### src/rtl/fc_pkg.sv
// Package: shared types for the RTS/CTS handshake controller.
// Assumes: nothing; only type definitions.
package fc_pkg;
    typedef enum logic {
        RX_FLOWING = 1'b0,
        RX_HELD    = 1'b1
    } rx_flow_e;
endpackage

### src/rtl/fc_sync.sv
// Module: fc_sync
// Multi-stage synchronizer for one asynchronous bit, reset to RST_VAL.
// Assumes: STAGES >= 1; the input is a level, not a pulse to be caught.
module fc_sync #(
    parameter int   STAGES  = 2,
    parameter logic RST_VAL = 1'b1
) (
    input  logic clk,
    input  logic rst_n,
    input  logic d,
    output logic q
);
    logic [STAGES-1:0] chain;

    generate
        if (STAGES == 1) begin : g_one
            // Purpose: single capture flop.
            always_ff @(posedge clk) begin
                if (!rst_n) chain <= RST_VAL;
                else        chain <= d;
            end
        end else begin : g_many
            // Purpose: shift the input through the flop chain.
            always_ff @(posedge clk) begin
                if (!rst_n) chain <= {STAGES{RST_VAL}};
                else        chain <= {chain[STAGES-2:0], d};
            end
        end
    endgenerate

    assign q = chain[STAGES-1];
endmodule

### src/rtl/fc_rts_ctrl.sv
// Module: fc_rts_ctrl
// Receive-side hysteresis: holds rts_n high once the level is above thr_hi,
// releases it once the level is below thr_lo, and pulses rts_irq when the hold sets.
// Assumes: thr_lo <= thr_hi; equal values give single-threshold behaviour.
module fc_rts_ctrl
    import fc_pkg::*;
#(
    parameter int LVL_W = 6
) (
    input  logic             clk,
    input  logic             rst_n,
    input  logic [LVL_W-1:0] rx_level,
    input  logic [LVL_W-1:0] thr_hi,
    input  logic [LVL_W-1:0] thr_lo,
    input  logic             auto_en,
    input  logic             sw_rts,
    output logic             rts_n,
    output logic             rts_irq
);
    rx_flow_e state;
    logic     active;
    logic     above;
    logic     below;

    // Purpose: decode whether automatic control acts and where the level sits.
    always_comb begin
        active = auto_en && sw_rts;
        above  = rx_level > thr_hi;
        below  = rx_level < thr_lo;
    end

    // Purpose: hysteresis state and the interrupt pulse on entering the hold.
    always_ff @(posedge clk) begin
        if (!rst_n) begin
            state   <= RX_FLOWING;
            rts_irq <= 1'b0;
        end else if (!active) begin
            state   <= RX_FLOWING;
            rts_irq <= 1'b0;
        end else if (above) begin
            state   <= RX_HELD;
            rts_irq <= (state == RX_FLOWING);
        end else if (below) begin
            state   <= RX_FLOWING;
            rts_irq <= 1'b0;
        end else begin
            rts_irq <= 1'b0;
        end
    end

    // Purpose: the output follows the software bit, forced high while held.
    always_comb begin
        rts_n = !sw_rts || (auto_en && (state == RX_HELD));
    end

    assert_hold_high_R1: assert property (@(posedge clk) disable iff (!rst_n)
        (auto_en && state == RX_HELD) |-> rts_n);

    assert_release_R2: assert property (@(posedge clk) disable iff (!rst_n)
        ($past(active) && state == RX_HELD && $past(rx_level) < $past(thr_lo)
         && !($past(rx_level) > $past(thr_hi))) |=> state == RX_FLOWING);

    assert_inactive_clears_R3: assert property (@(posedge clk) disable iff (!rst_n)
        !active |=> state == RX_FLOWING);

    assert_irq_on_rise_R4: assert property (@(posedge clk) disable iff (!rst_n)
        $rose(state == RX_HELD) |-> rts_irq);

    assert_irq_only_held_R4: assert property (@(posedge clk) disable iff (!rst_n)
        rts_irq |-> (state == RX_HELD));
endmodule

### src/rtl/fc_cts_ctrl.sv
// Module: fc_cts_ctrl
// Transmit-side gate: produces the start permit from the synchronised CTS
// and pulses cts_irq on its rising edge while automatic CTS is enabled.
// Assumes: cts_s is already synchronous to clk.
module fc_cts_ctrl (
    input  logic clk,
    input  logic rst_n,
    input  logic cts_s,
    input  logic auto_en,
    output logic tx_may_start,
    output logic cts_irq
);
    logic cts_prev;

    // Purpose: remember the previous synchronised CTS for edge detection.
    always_ff @(posedge clk) begin
        if (!rst_n) cts_prev <= 1'b1;
        else        cts_prev <= cts_s;
    end

    // Purpose: permit and rising-edge interrupt.
    always_comb begin
        tx_may_start = !auto_en || !cts_s;
        cts_irq      = auto_en && cts_s && !cts_prev;
    end

    assert_irq_blocks_tx_R5: assert property (@(posedge clk) disable iff (!rst_n)
        cts_irq |-> !tx_may_start);

    assert_irq_single_R5: assert property (@(posedge clk) disable iff (!rst_n)
        cts_irq |=> !cts_irq);
endmodule

### src/rtl/rts_cts_flow_ctl.sv
// Module: rts_cts_flow_ctl (top)
// Automatic RTS/CTS handshake: RTS hysteresis on the receive FIFO level,
// a synchronised CTS gate for the transmitter, and edge interrupts for both.
// Assumes: the transmitter samples tx_may_start only between characters.
module rts_cts_flow_ctl #(
    parameter int LVL_W     = 6,
    parameter int CTS_SYNCS = 2
) (
    input  logic             clk,
    input  logic             rst_n,
    input  logic [LVL_W-1:0] rx_level,
    input  logic [LVL_W-1:0] thr_hi,
    input  logic [LVL_W-1:0] thr_lo,
    input  logic             auto_rts_en,
    input  logic             auto_cts_en,
    input  logic             sw_rts,
    input  logic             cts_n_in,
    output logic             rts_n,
    output logic             tx_may_start,
    output logic             rts_irq,
    output logic             cts_irq
);
    logic cts_s;

    fc_sync #(.STAGES(CTS_SYNCS), .RST_VAL(1'b1)) i_cts_sync (
        .clk   (clk),
        .rst_n (rst_n),
        .d     (cts_n_in),
        .q     (cts_s)
    );

    fc_rts_ctrl #(.LVL_W(LVL_W)) i_rts (
        .clk      (clk),
        .rst_n    (rst_n),
        .rx_level (rx_level),
        .thr_hi   (thr_hi),
        .thr_lo   (thr_lo),
        .auto_en  (auto_rts_en),
        .sw_rts   (sw_rts),
        .rts_n    (rts_n),
        .rts_irq  (rts_irq)
    );

    fc_cts_ctrl i_cts (
        .clk          (clk),
        .rst_n        (rst_n),
        .cts_s        (cts_s),
        .auto_en      (auto_cts_en),
        .tx_may_start (tx_may_start),
        .cts_irq      (cts_irq)
    );
endmodule

### config.mk
export PLATFORM = sky130hd
export DESIGN_NAME = rts_cts_flow_ctl
export DESIGN_NICKNAME = d
export VERILOG_FILES = /design/src/rtl/fc_pkg.sv /design/src/rtl/fc_sync.sv /design/src/rtl/fc_rts_ctrl.sv /design/src/rtl/fc_cts_ctrl.sv /design/src/rtl/rts_cts_flow_ctl.sv
export SDC_FILE = /design/constraint.sdc
export NUM_CORES = 1
export LEC_CHECK = 0
export ABC_CLOCK_PERIOD_IN_PS = 2550
export BUFFER_PORTS_ARGS = -buffer_cell sky130_fd_sc_hd__buf_2
export CORE_AREA = 4 4 41 43
export CTS_CLUSTER_DIAMETER = 50
export DETAILED_ROUTE_END_ITERATION = 7
export DIE_AREA = 0 0 45 47
export PLACE_DENSITY = 0.65
export SYNTH_ARGS = -nofsm -noshare
export SYNTH_HDL_FRONTEND = slang
export SYNTH_HIERARCHICAL = 1
export SYNTH_SLANG_ARGS = --single-unit
### constraint.sdc
create_clock -name clk -period 2.55 [get_ports clk]
set_clock_uncertainty 0.2 [all_clocks]
set_input_delay 0.51 -clock clk [delete_from_list [all_inputs] [get_ports clk]]
set_output_delay 0.51 -clock clk [all_outputs]
set_load 0.02 [all_outputs]
### Word-level counts from Yosys, hierarchy flattened

Index checks and enable logic that the tools add are counted.

* add/subtract/negate cells: 0
* multiply operators: 0
* divide/modulo/power cells: 0
* $lt $le $gt $ge: 2
* equal/unequal tests: 0
* shift operators: 0
* mux-type cells: 2
* bitwise logic cells: 1
* reductions and logical operators: 13

Operator list (count)
* 6-bit > comparator: 1
* 6-bit less-than comparator: 1
* 1-bit logical AND: 4
* 1-bit zero test: 4
* 3-bit AND reduction: 1
* 1-bit logical OR: 2
* 1-bit 2-to-1 mux: 2
* 2-bit AND reduction: 1
* 2-bit nonzero test: 1
* 1-bit NOT: 1

* register bits after elaboration: 5
* bits in latches: 0
* memory bits (writable): 0
* ROM bits: 0
* bits of input ports: 24
* output and inout port bits: 4
* memories kept: 0

### Longest topological paths before layout

* depth after elaboration: 3
* mapped depth: 6

### Cells and area by module

Netlist, hierarchy kept.

Modules (own cells, without submodules)
* fc_rts_ctrl: instances 1, cells an instance 45, area an instance 352.8 µm², seq. area each 40.0 µm²
* fc_sync: instances 1, cells an instance 4, area an instance 52.6 µm², seq. area each 40.0 µm²
* fc_cts_ctrl: instances 1, cells an instance 4, area an instance 38.8 µm², seq. area each 20.0 µm²

### Worst setup path before layout

No wires, ideal clock.

* kind: in2reg
* start: input thr_hi[5]
* end: register i_rts.rts_irq
* library setup time: 58 ps
* data arrival time: 1501 ps
* required time: 2292 ps
* setup slack: 791 ps
* stages: 6
* buffers on the path: 0
* cells stage by stage: inv_1 ha_1 and4_1 a31o_1 a31oi_2 and2b_1

* word-level cells in the longest chain between the ends: 2

Ends and longest elaborated chain
* start: declaration: RTL line rts_cts_flow_ctl.sv:12 `input logic [LVL_W-1:0] thr_hi,`
* 6-bit > comparator: RTL line fc_rts_ctrl.sv:28 `above = rx_level > thr_hi;`
* 3-bit AND reduction (no source line)
* end signal: assignment: RTL line fc_rts_ctrl.sv:42 `rts_irq <= (state == RX_FLOWING);`
* end: declaration: RTL line fc_rts_ctrl.sv:18 `output logic rts_irq`

No other way between the ends.
A chain may end at the register's enable or synchronous reset.

### Final worst setup path

* start: input rx_level[5]
* end: register i_rts.rts_irq

* word-level cells in the longest chain between the ends: 2

Ends and longest elaborated chain
* start: declaration: RTL line rts_cts_flow_ctl.sv:11 `input logic [LVL_W-1:0] rx_level,`
* 6-bit > comparator: RTL line fc_rts_ctrl.sv:28
* 3-bit AND reduction (no source line)

No other way between the ends.

==> metrics.csv <==
metric,value,unit
status,completed,
p_leak,0.000378,uW
core,1300,um^2
grt_pass1_wl,1.59,mm
slew_headroom,0.860,
final_cell_area,624,um^2
dp_hpwl,867,um
reg2reg_depth,1,
yosys_warnings,6,
worstSetupPathType,input pin to flip-flop,
post_cts_buffers,0,
cts_resized,0,
globalRouteOverflowTotal,0,
grt_use_total,0.105,
grt_max_degree,6,
drive_above_1_share,0.369,
seqPwrFrac,0.347,
start_util,0.341,
synth_cells,53,
grt_setup_unrepaired,no,
cts_buffer_depth,2,
endpoint_kind,flip-flop,
die_h,47,um
avgSynthCellArea,8.38,um^2
cpLargestDelayFamily,compound AO/OA/AOI/OAI gates,
cts_sinks,5,
r2r-start,i_rts/state$_SDFFE_PN0P_,
gp_congestion,0.669,
vias,454,
fin_ws,872,ps
via_per_inst,4.59,
clock_latency,240,ps
slowest_stage,ha_1,
cts_root_buf,clkbuf_4,
cts_tree,done,
path_buf_inv,1,
post-place-cells,95,
powerDensity,381,nW/um^2
critPathMaxStageDelay,310,ps
maxCapViolations,0,
instances_no_fill,99,
intPower,174,uW
synth_cell_types,18,
area_growth_syn_to_layout,40.6,%
finalSetupTns,0,ps
clkPwrFrac,0.378,
max_freq,0.596,GHz
drv_slew,0,
placementRows,13,
drt_pass1_iterations,4,
cts_made_buffers,3,
switching_share,0.267,
switching_power,63.7,uW
drtIter0Drc,2,
wl,931,um
diodes,0,
startpoint_type,input pin,
hold_path.class,flip-flop to flip-flop,
path_cells,"buf_2, ha_1, and4_1, a31o_1, a31oi_2, and2b_1",
worstMarginPinSlew,208,ps
wire_per_inst,9.40,um
drc,0,
dieArea,2120,um^2
grt_pass1_vias,427,
fin_crit_sh,0.658,
critPathCapture,i_rts/rts_irq$_SDFF_PN0_,
cp.required,2530,ps
hold_violations,0,
critPathLaunch,rx_level[5],
cts_htree_levels,1,
finalNetCount,120,
crit_cells,6,
power_frac_comb,0.275,
r2r-end,i_rts/rts_irq$_SDFF_PN0_,
setup_violations,0,
max-vdd-ir-drop,0.153,mV
arrival,1660,ps
die_width,45,um
post-route-min-period,1680,ps
crit_fanout,3,
path_clk_slew,40,ps
synth_nets,88,
ant_nets,0,
antenna_found_initial,0,
regToRegSetupSlack,1720,ps
cts_hold_buf,0,
ys_seq_elements,5,
synth_seq_area_share,0.225,
io-pin-count,28,
placed_area,598,um^2
synthesis.area,444,um^2
io_buffer_count,27,
power,238,uW
pre_cts_ws,632,ps
Yosys cell counts:
library cell	number	share of area
a31oi_2	1	0.028
and2b_1	1	0.017
ha_1	11	0.31
nand4_1	1	0.014
dfxtp_1	5	0.23
and3_1	1	0.014
nand3_1	2	0.023
inv_1	11	0.093
nand2_1	4	0.034
o221ai_1	1	0.020
a21oi_1	4	0.045
and3b_1	1	0.020
and4_1	1	0.020
a21o_1	1	0.017
a31o_1	2	0.039
nand2b_1	4	0.056
o21ai_0	1	0.011
nor2b_1	1	0.014
power groups by stage:
stage,Clock (uW),Combinational (uW),Sequential (uW)
6_report,90.0,65.5,82.6
5_1_grt,105,77.3,82.7
4_1_cts,93.5,66.9,82.6
3_5_place_dp,0,66.2,84.1
3_3_place_gp,0,65.8,83.9
2_1_floorplan,0,35.9,84.4
metrics by stage:
step           hold WS [ps]   util
6_report                210  0.480
4_1_cts                 215  0.480
3_3_place_gp            202  0.460
2_1_floorplan           186      -
5_1_grt                 248  0.480
3_5_place_dp            211  0.460
area by class of cell:
type	instances	area, um^2
clock buffers	4	26.3
fillers	139	677
inverters	11	41.3
multi-input cells	37	303
flip-flops and latches	5	100
well taps	15	18.8
repair buffers	27	135
per-layer routing:
| metal | global-route usage | part of all wire | up-vias |
|---|---|---|---|
| met4 | 0.0702 | 0 | 0 |
| li1 | - | - | 243 |
| met3 | 0.0230 | 0.13 | 0 |
| met1 | 0.118 | 0.40 | 190 |
| met5 | 0 | 0 | - |
| met2 | 0.178 | 0.46 | 21 |
cell families (layout without fill, tap and decap cells):
group / after synthesis / in the layout / share of synthesized area
fa+ha+maj: 11 / 11 / 0.310
compound gates: 10 / 10 / 0.161
simple gates: 16 / 16 / 0.211
flops: 5 / 5 / 0.225
buf+inv: 11 / 42 / 0.0930
sequential cells by signal (all words and copies together), names as in the netlist:
signal,count
i_cts_sync/chain,2
i_cts/cts_prev,1
i_rts/state,1
i_rts/rts_irq,1
worst min-delay path by stage:
stage	startpoint	end	slack [ps]	cells after the start
floorplan	i_cts_sync/chain[0]$_SDFF_PN1_	i_cts_sync/chain[1]$_SDFF_PN1_	190	1
global placement	i_cts_sync/chain[0]$_SDFF_PN1_	i_cts_sync/chain[1]$_SDFF_PN1_	200	1
detailed placement	i_cts_sync/chain[0]$_SDFF_PN1_	i_cts_sync/chain[1]$_SDFF_PN1_	210	1
CTS	i_cts_sync/chain[0]$_SDFF_PN1_	i_cts_sync/chain[1]$_SDFF_PN1_	220	1
global route	cts_n_in	i_cts_sync/chain[0]$_SDFF_PN1_	250	2
finish	i_cts_sync/chain[0]$_SDFF_PN1_	i_cts_sync/chain[1]$_SDFF_PN1_	210	1
cell usage in the layout, fill, tap and decap left out, types with 2 or more instances in the layout:
master / instances
a21oi_1: 4
clkbuf_4: 3
a31o_1: 2
nand3_1: 2
nand2_1: 4
buf_2: 27
inv_1: 11
dfxtp_1: 5
nand2b_1: 4
ha_1: 11
No activity file was read; power rests on OpenSTA's default activity.
